**src/rtl/idct4_pkg.sv**
```systemverilog
package idct4_pkg;
  localparam int BLK_DIM    = 4;
  localparam int BLK_PIX    = BLK_DIM * BLK_DIM;
  localparam int COEF_W_DEF = 16;
  localparam int PIX_W_DEF  = 8;
  localparam int RND_SH_DEF = 6;

  typedef enum logic {
    MODE_FULL = 1'b0,
    MODE_DC   = 1'b1
  } recon_mode_e;
endpackage

```
**src/rtl/idct4_stage.sv**
```systemverilog
module idct4_stage #(
  parameter int W = 16
) (
  input  logic [4*W-1:0] x_i,
  output logic [4*W-1:0] o_o
);
  logic signed [W-1:0] x0, x1, x2, x3;
  logic signed [W-1:0] e, f, g, h;
  logic signed [W-1:0] o0, o1, o2, o3;

  assign x0 = x_i[0*W +: W];
  assign x1 = x_i[1*W +: W];
  assign x2 = x_i[2*W +: W];
  assign x3 = x_i[3*W +: W];

  assign e = x0 + x2;
  assign f = x0 - x2;
  assign g = (x1 >>> 1) - x3;
  assign h = x1 + (x3 >>> 1);

  assign o0 = e + h;
  assign o1 = f + g;
  assign o2 = f - g;
  assign o3 = e - h;

  assign o_o = {o3, o2, o1, o0};

  logic [W-1:0] s03, s12, even2, odd2;
  assign s03   = o0 + o3;
  assign s12   = o1 + o2;
  assign even2 = (x0 + x2) << 1;
  assign odd2  = (x0 - x2) << 1;

  always_comb begin

    even_pair_chk: assert (s03 == even2);

    odd_pair_chk: assert (s12 == odd2);
  end
endmodule

```
**src/rtl/idct4_2d.sv**
```systemverilog
module idct4_2d
  import idct4_pkg::*;
#(
  parameter int W = COEF_W_DEF
) (
  input  logic [BLK_PIX*W-1:0] coef_i,
  output logic [BLK_PIX*W-1:0] res_o
);
  logic [BLK_PIX*W-1:0] row_res;

  // rows first
  for (genvar r = 0; r < BLK_DIM; r++) begin : g_row
    idct4_stage #(.W(W)) u_row (
      .x_i(coef_i[r*BLK_DIM*W +: BLK_DIM*W]),
      .o_o(row_res[r*BLK_DIM*W +: BLK_DIM*W])
    );
  end

  for (genvar c = 0; c < BLK_DIM; c++) begin : g_col
    logic [BLK_DIM*W-1:0] col_in, col_out;
    for (genvar k = 0; k < BLK_DIM; k++) begin : g_pick
      assign col_in[k*W +: W] = row_res[(k*BLK_DIM+c)*W +: W];
      assign res_o[(k*BLK_DIM+c)*W +: W] = col_out[k*W +: W];
    end
    idct4_stage #(.W(W)) u_col (
      .x_i(col_in),
      .o_o(col_out)
    );
  end
endmodule

```
**src/rtl/idct4_lane.sv**
```systemverilog
module idct4_lane #(
  parameter int W      = 16,
  parameter int PIX_W  = 8,
  parameter int RND_SH = 6
) (
  input  logic signed [W-1:0] r_i,
  input  logic [PIX_W-1:0]    pred_i,
  output logic [PIX_W-1:0]    pix_o
);
  localparam logic [W-1:0] RND_ADD = W'(1) << (RND_SH - 1);
  localparam logic [W-1:0] SAT_MAX = {1'b0, {(W-1){1'b1}}};
  localparam logic [W-1:0] SAT_MIN = {1'b1, {(W-1){1'b0}}};

  logic signed [W-1:0] biased, resid;
  logic        [W:0]   sum;
  logic        [W-1:0] sat;

  assign biased = r_i + RND_ADD;          // wraps
  assign resid  = biased >>> RND_SH;
  assign sum    = {resid[W-1], resid} + {1'b0, {(W-PIX_W){1'b0}}, pred_i};

  always_comb begin
    if (sum[W] != sum[W-1]) sat = sum[W] ? SAT_MIN : SAT_MAX;
    else                    sat = sum[W-1:0];
    if (sat[W-1])                pix_o = '0;
    else if (|sat[W-2:PIX_W])    pix_o = '1;
    else                         pix_o = sat[PIX_W-1:0];
  end

  always_comb begin

    zero_pass_chk: assert (!(r_i == '0) || (pix_o == pred_i));
  end
endmodule

```
**src/rtl/idct4_recon.sv**
```systemverilog
module idct4_recon
  import idct4_pkg::*;
#(
  parameter int COEF_W = COEF_W_DEF,
  parameter int PIX_W  = PIX_W_DEF,
  parameter int RND_SH = RND_SH_DEF
) (
  input  logic                      clk_i,
  input  logic                      rst_ni,
  input  logic                      in_valid_i,
  output logic                      in_ready_o,
  input  logic                      dc_mode_i,
  input  logic [BLK_PIX*COEF_W-1:0] coef_i,
  input  logic [BLK_PIX*PIX_W-1:0]  pred_i,
  output logic                      out_valid_o,
  input  logic                      out_ready_i,
  output logic [BLK_PIX*PIX_W-1:0]  pix_o
);
  recon_mode_e                mode;
  logic [BLK_PIX*COEF_W-1:0]  xf_res;
  logic [BLK_PIX*PIX_W-1:0]   pix_d, pix_q;
  logic                       valid_q, accept;

  assign mode = recon_mode_e'(dc_mode_i);

  idct4_2d #(.W(COEF_W)) u_xf (
    .coef_i(coef_i),
    .res_o (xf_res)
  );

  for (genvar i = 0; i < BLK_PIX; i++) begin : g_lane
    logic signed [COEF_W-1:0] r_sel;
    // DC mode bypasses the transform with coefficient 0
    assign r_sel = (mode == MODE_DC) ? coef_i[0 +: COEF_W] : xf_res[i*COEF_W +: COEF_W];
    idct4_lane #(.W(COEF_W), .PIX_W(PIX_W), .RND_SH(RND_SH)) u_lane (
      .r_i   (r_sel),
      .pred_i(pred_i[i*PIX_W +: PIX_W]),
      .pix_o (pix_d[i*PIX_W +: PIX_W])
    );
  end

  assign in_ready_o = !valid_q || out_ready_i;
  assign accept     = in_valid_i && in_ready_o;

  always_ff @(posedge clk_i or negedge rst_ni) begin
    if (!rst_ni) begin
      valid_q <= 1'b0;
      pix_q   <= '0;
    end else if (accept) begin
      valid_q <= 1'b1;
      pix_q   <= pix_d;
    end else if (out_ready_i) begin
      valid_q <= 1'b0;
    end
  end

  assign out_valid_o = valid_q;
  assign pix_o       = pix_q;


  hold_out_chk: assert property (@(posedge clk_i) disable iff (!rst_ni)
    out_valid_o && !out_ready_i |=> out_valid_o && $stable(pix_o));

  accept_out_chk: assert property (@(posedge clk_i) disable iff (!rst_ni)
    in_valid_i && in_ready_o |=> out_valid_o);

  stall_block_chk: assert property (@(posedge clk_i) disable iff (!rst_ni)
    out_valid_o && !out_ready_i |-> !in_ready_o);
endmodule

```
**config.mk**
```make
export PLATFORM = sky130hd
export DESIGN_NAME = idct4_recon
export DESIGN_NICKNAME = d
export VERILOG_FILES = /design/src/rtl/idct4_pkg.sv /design/src/rtl/idct4_stage.sv /design/src/rtl/idct4_2d.sv /design/src/rtl/idct4_lane.sv /design/src/rtl/idct4_recon.sv
export SDC_FILE = /design/constraint.sdc
export NUM_CORES = 2
export LEC_CHECK = 0
export CORE_MARGIN = 5
export CORE_UTILIZATION = 60
export DETAILED_ROUTE_END_ITERATION = 6
export DONT_BUFFER_PORTS = 1
export GPL_TIMING_DRIVEN = 0
export HOLD_SLACK_MARGIN = 0.03
export PLACE_DENSITY = 0.76
export SLEW_MARGIN = 20
export SYNTH_ARGS = -nofsm -noshare
export SYNTH_HDL_FRONTEND = slang
export SYNTH_SLANG_ARGS = --single-unit
```
**constraint.sdc**
```tcl
create_clock -name clk_i -period 2.26 [get_ports clk_i]
set_input_delay 0.226 -clock clk_i [delete_from_list [all_inputs] [get_ports clk_i]]
set_output_delay 0.226 -clock clk_i [all_outputs]
set_load 0.02 [all_outputs]
```
# == Word-level counts from Yosys, hierarchy flattened ==
# Index checks and enable logic that the tools add are counted.
# classes
addsub,96
n_eq_ne,16
muxes,82
n_reduce_logical,20
# op_table
operator,n
16-bit 2-to-1 mux,48
16-bit adder,24
16-bit subtractor,24
"16-bit by 6-bit adder with 16-bit output, second input constant",16
8-bit 2-to-1 mux,32
10-bit by 9-bit adder with 11-bit output,16
16-bit by 15-bit adder with 16-bit output,8
15-bit by 16-bit subtractor with 16-bit output,8
7-bit OR reduction,16
1-bit != test,16
1-bit 2-to-1 mux,2
2-bit nonzero test,1
1-bit logical AND,1
1-bit logical NOT,1
1-bit logical OR,1
# totals
regBits,129
output_inout_bits,130
wordCells,216

# == Logic depth before layout (Yosys ltp) ==
# depth
depth_word,12
mapped_depth,44
depth_no_buf,43

# == By module ==
# A second synthesis with hierarchy kept.
# hier_totals
hier_cells,8644
area_unflattened_um2,64491.9
# by_module_without_submodules
module,instances,cells_each,area_per_inst_um2
idct4_stage at u_xf.g_col[1].u_col ...,2,755,5484.0
idct4_recon,1,848,7782.5
idct4_lane at g_lane[0].u_lane ...,9,117,850.8
idct4_stage at u_xf.g_row[0].u_row,1,811,5846.9
idct4_stage at u_xf.g_row[3].u_row,1,769,5512.8
idct4_stage at u_xf.g_row[2].u_row,1,765,5481.5
idct4_stage at u_xf.g_row[1].u_row,1,756,5441.5
idct4_stage at u_xf.g_col[3].u_col,1,760,5416.4
idct4_stage at u_xf.g_col[0].u_col,1,749,5392.7
idct4_lane at g_lane[3].u_lane ...,7,89,713.2

# == Least setup slack after synthesis ==
# Ideal clock, no wire load.
# synth_path
path_type,input-to-reg
startpoint,input port coef_i[64]
endpoint,"register pix_q[90], in the netlist pix_o[90]"
setup_ps,83
t_arrival_ps,8255
path_slack_ps,-6078
path_stages,36
cell_sequence,ha_1 -> fa_1 -> nand2b_1 -> a21oi_1 -> o21bai_1 -> a21oi_1 -> nor2_1 -> o21ai_0 -> a21oi_1 -> o21bai_1 -> a21oi_1 -> xor2_1 -> ha_1 -> clkbuf_1 -> nor2b_1 -> a2111oi_0 -> inv_1 -> nor3_1 -> ha_1 -> a21oi_1 -> maj3_1 -> o21ai_0 -> o21ai_0 -> xnor2_1 -> ha_1 -> nor2_1 -> a211oi_1 -> o211ai_1 -> or4bb_1 -> nor4_1 -> nor3b_1 -> o41a_1 -> a2111oi_4 -> mux2i_2 -> nor2_1 -> o21ai_0
# synth_via
elab_chain_len,12
# synth_rtl
item,line,source
start: declaration,idct4_recon.sv:13,"input logic [BLK_PIX*COEF_W-1:0] coef_i,"
16-bit adder *,idct4_stage.sv:16,assign e = x0 + x2;
16-bit subtractor *,idct4_stage.sv:24,assign o3 = e - h;
15-bit by 16-bit subtractor with 16-bit output *,idct4_stage.sv:18,assign g = (x1 >>> 1) - x3;
16-bit subtractor *,idct4_stage.sv:23,assign o2 = f - g;
16-bit 2-to-1 mux *,idct4_recon.sv:34,assign r_sel = (mode == MODE_DC) ? coef_i[0 +: COEF_W] : xf_res[i*COEF_W +: COEF_W];
16-bit by 6-bit adder with 16-bit output *,idct4_lane.sv:18,assign biased = r_i + RND_ADD;
10-bit by 9-bit adder with 11-bit output *,idct4_lane.sv:20,"assign sum = {resid[W-1], resid} + {1'b0, {(W-PIX_W){1'b0}}, pred_i};"
16-bit 2-to-1 mux or 1-bit != test (tied branches),idct4_lane.sv:23,if (sum[W] != sum[W-1]) sat = sum[W] ? SAT_MIN : SAT_MAX;
16-bit 2-to-1 mux *,idct4_lane.sv:23,
7-bit OR reduction,idct4_lane.sv:26,else if (|sat[W-2:PIX_W]) pix_o = '1;
8-bit 2-to-1 mux,idct4_lane.sv:26,
8-bit 2-to-1 mux *,idct4_lane.sv:25,if (sat[W-1]) pix_o = '0;
end signal: assignment,idct4_recon.sv:51,pix_q <= pix_d;
end: declaration,idct4_recon.sv:21,"logic [BLK_PIX*PIX_W-1:0] pix_d, pix_q;"
# Every way passes the cells marked *; elsewhere a longest branch is shown, timed or not.
# A chain may end at the register's enable or synchronous reset.

# == Worst setup path in the final report ==
# layout_path
startpoint,input port coef_i[64]
endpoint,"register pix_q[51], in the netlist pix_o[51]"
# layout_via
elab_chain_len,12
# layout_rtl
item,line,source
16-bit subtractor *,-,
16-bit subtractor *,idct4_stage.sv:23,
15-bit by 16-bit subtractor with 16-bit output *,idct4_stage.sv:18,
16-bit adder *,idct4_stage.sv:22,assign o1 = f + g;
16-bit 2-to-1 mux *,idct4_recon.sv:34,
16-bit by 6-bit adder with 16-bit output *,idct4_lane.sv:18,
10-bit by 9-bit adder with 11-bit output *,idct4_lane.sv:20,
16-bit 2-to-1 mux or 1-bit != test (tied branches),idct4_lane.sv:23,
16-bit 2-to-1 mux *,idct4_lane.sv:23,
7-bit OR reduction,idct4_lane.sv:26,
8-bit 2-to-1 mux,idct4_lane.sv:26,
8-bit 2-to-1 mux *,idct4_lane.sv:25,
# Marks and branches as above.

==> flow_metrics.env <==
export IMPL_path_clk_slew_ns=0.07
export IMPL_avgRoutedWirePerCell_um=24.9
export IMPL_fin_crit_ns=7.84
export IMPL_clock_latency_ns=0.45
export IMPL_synth_fp_nets=9107
export IMPL_synth_seq_cells=129
export IMPL_synth_top_area_frac=0.233
export IMPL_ys_types=109
export IMPL_synth_avg_cell_area_sq_um=7.39
export IMPL_die_x_um=316
export IMPL_synth_main_ff_cell="dfrtp_1"
export IMPL_die_h_um=316
export IMPL_nets=9298
export IMPL_h_tree_depth=4
export IMPL_slew_headroom=0.194
export IMPL_hold_buffers=1
export IMPL_cp_arrival_ns=8.17
export IMPL_synth_fa_ha_area_frac=0.260
export IMPL_wl_mm=225
export IMPL_worstPathRequired_ns=2.59
export IMPL_wl_met1_mm=89.3
export IMPL_utilization=0.718
export IMPL_cts_tree="done"
export IMPL_clock_fmax_mhz=128
export IMPL_start_kind="input pin"
export IMPL_worstMarginPinSlew_ns=1.21
export IMPL_path_class="in -> reg"
export IMPL_cts_made_buffers=17
export IMPL_drtPass1Iterations=7
export IMPL_rows=112
export IMPL_cts_root_buf="clkbuf_16"
export IMPL_initialDrtViolationCount=5901
export IMPL_final_fill_count=7423
export IMPL_synth_xor_area_share=0.159
export IMPL_hold_viol=129
export IMPL_postSynth_asyncResetShare=1.00
export IMPL_drv_slew=0
export IMPL_wl_met3_mm=21.3
export IMPL_grt_pass1_wl_mm=324
export IMPL_via_count=58300
export IMPL_yosys_top_cells_area="ha_1 (23%), xnor2_1 (11%), a21oi_1 (6.0%)"
export IMPL_route_met2_wl_mm=98.8
export IMPL_post_route_drc_count=5
export IMPL_drv_cap=0
export IMPL_grt_overflow_total=0
export IMPL_final_area_sq_um=66900
export IMPL_synth_largest_area_cell="ha_1"
export IMPL_setup_viol=128
export IMPL_yosysWarnings=0
export IMPL_area_growth_synth_to_final_pct=19.0
export IMPL_violations="DRC, hold timing, setup timing"
export IMPL_slowest_delay_ns=0.42
export IMPL_grt_pass1_vias=53800
export IMPL_synth_compound_area_frac=0.268
export IMPL_multi_input_area_sq_um=55600
export IMPL_synth_top_family_by_area="compound AO/OA/AOI/OAI gates"
export IMPL_yosysSeqAreaShare=0.0574
export IMPL_gr_usage_all_layers=0.418
export IMPL_viasPerCell=6.43
export IMPL_syn_area_sq_um=56200
export IMPL_clock_sinks=129
export IMPL_path_max_fanout=10
export IMPL_fin_hold_ws_ns=-0.536
export IMPL_design_die_area_sq_um=99900
export IMPL_dp_hpwl_mm=189
export IMPL_grt_max_degree=130
export IMPL_final_antenna_net_count=0
export IMPL_hold_path_class="in -> async"
export IMPL_fin_ws_ns=-5.58
export IMPL_finalWeightedCongestion=1.08
export IMPL_antenna_found_initial=2
export IMPL_core_sq_um=93200
export IMPL_placed_cell_area_sq_um=59400
export IMPL_rsz0062_at_grt="yes"
export IMPL_ios=519
export IMPL_floorplan_initialDensity=0.603
export IMPL_fin_setup_tns_ns=-681.90
export IMPL_synth_cells=7609
export IMPL_synthMuxAreaShare=0.00837
export IMPL_synthSimpleGateAreaFrac=0.176
export IMPL_cp_slowest_cell="fa_2"
export IMPL_skew_ns=0.0148
export IMPL_status="complete, but fails checks"
export IMPL_cts_buffer_depth=2
export IMPL_regArea_sq_um=3230
export IMPL_cp_end_kind="register"
export IMPL_drive_above_1_share=0.181
export IMPL_period_share=3.47
export IMPL_synth_edff_count=0
export IMPL_routed_top_layer="met5"
export IMPL_portBuffers=0
[cell type report]
| class | instances | share of cell area |
|---|---|---|
| Clock inverter | 13 | 0.00264 |
| Multi-Input combinational cell | 6410 | 0.832 |
| Timing Repair Buffer | 205 | 0.0242 |
| Sequential cell | 129 | 0.0483 |
| Tap cell | 1254 | 0.0235 |
| Buffer | 152 | 0.0129 |
| Antenna cell | 1 | 0.0000374 |
| Clock buffer | 19 | 0.00662 |
| Inverter | 885 | 0.0503 |
[placed cells by master, fill, tap and decap left out, types with 148 or more instances in the layout]
cell and count:
a21o_1 160, a21oi_1 510, a21oi_2 148, buf_4 201, ha_1 944, inv_1 853, nand2_1 345, nor2_1 614
nor3_1 157, o21ai_0 225, o21bai_1 227, xnor2_1 528, xor2_1 190
[cells by family after synthesis]
logic type	after synthesis
flops	129
simple gates	1986
fa+ha+maj	1134
compound gates	2262
xor+xnor	985
buf+inv	1070
mux	43
[worst max-delay path, delay by kind of cell]
family	cells	cell delay, ns
buf+inv	6	0.75
xor+xnor	4	1.02
simple gates	9	1.43
compound gates	15	2.63
fa+ha+maj	7	2.08
[synth_stat cells (all sizes together), types with 75 or more instances]
master / n
nand3: 81
nand2b: 125
clkbuf: 147
inv: 881
o21bai: 246
a21oi: 680
o21ai: 356
nor3: 182
nor2b: 137
nand2: 359
a21o: 164
a211oi: 75
o21a: 107
dfrtp: 129
xnor2: 693
xor2: 271
nor2: 678
ha: 1045
[repair_timing]
item,CTS,global route
pin swaps,178,203
cloned,0,0
setup buffers,117,86
setup endpoints to repair,128,128
gates resized for setup,576,443
hold endpoints to repair,130,129
[flip-flops by register name (all words and copies together), names as in the netlist]
name	count
out_valid_o	1
pix_o	128
[per-layer routing]
layer	vias up	track usage
met1	27700	0.529
li1	27200	-
met5	-	0
met4	2	0.230
met2	2854	0.671
met3	631	0.0810
[worst paths after layout]
kind	cells after the start	to	startpoint	slack (ns)
setup / recovery	41	pix_o[51]	coef_i[64]	-5.58
hold / removal	0	pix_o[3]	rst_ni	-0.54
setup reg to reg	8	pix_o[95]	out_valid_o	-2.05
hold reg to reg	2	pix_o[109]	pix_o[109]	0.63
max in group asynchronous	0	pix_o[111]	rst_ni	2.54
min in group clk_i	2	pix_o[48]	pred_i[48]	0.05
[through the flow]
step                      cells  worst slack [ns]  hold slack, ns
after global placement     8863             -8.07         -0.0667
after global routing       9067             -5.82          -0.539
after floorplan            7609             -5.15         -0.0696
final                      9068             -5.58          -0.536
after detailed placement   8865             -8.16         -0.0659
after CTS                  8991             -5.28          -0.540
Power is left out: the tool's default activity adds up to more than one toggle a clock period on the data nets, which glitch-free logic cannot reach.
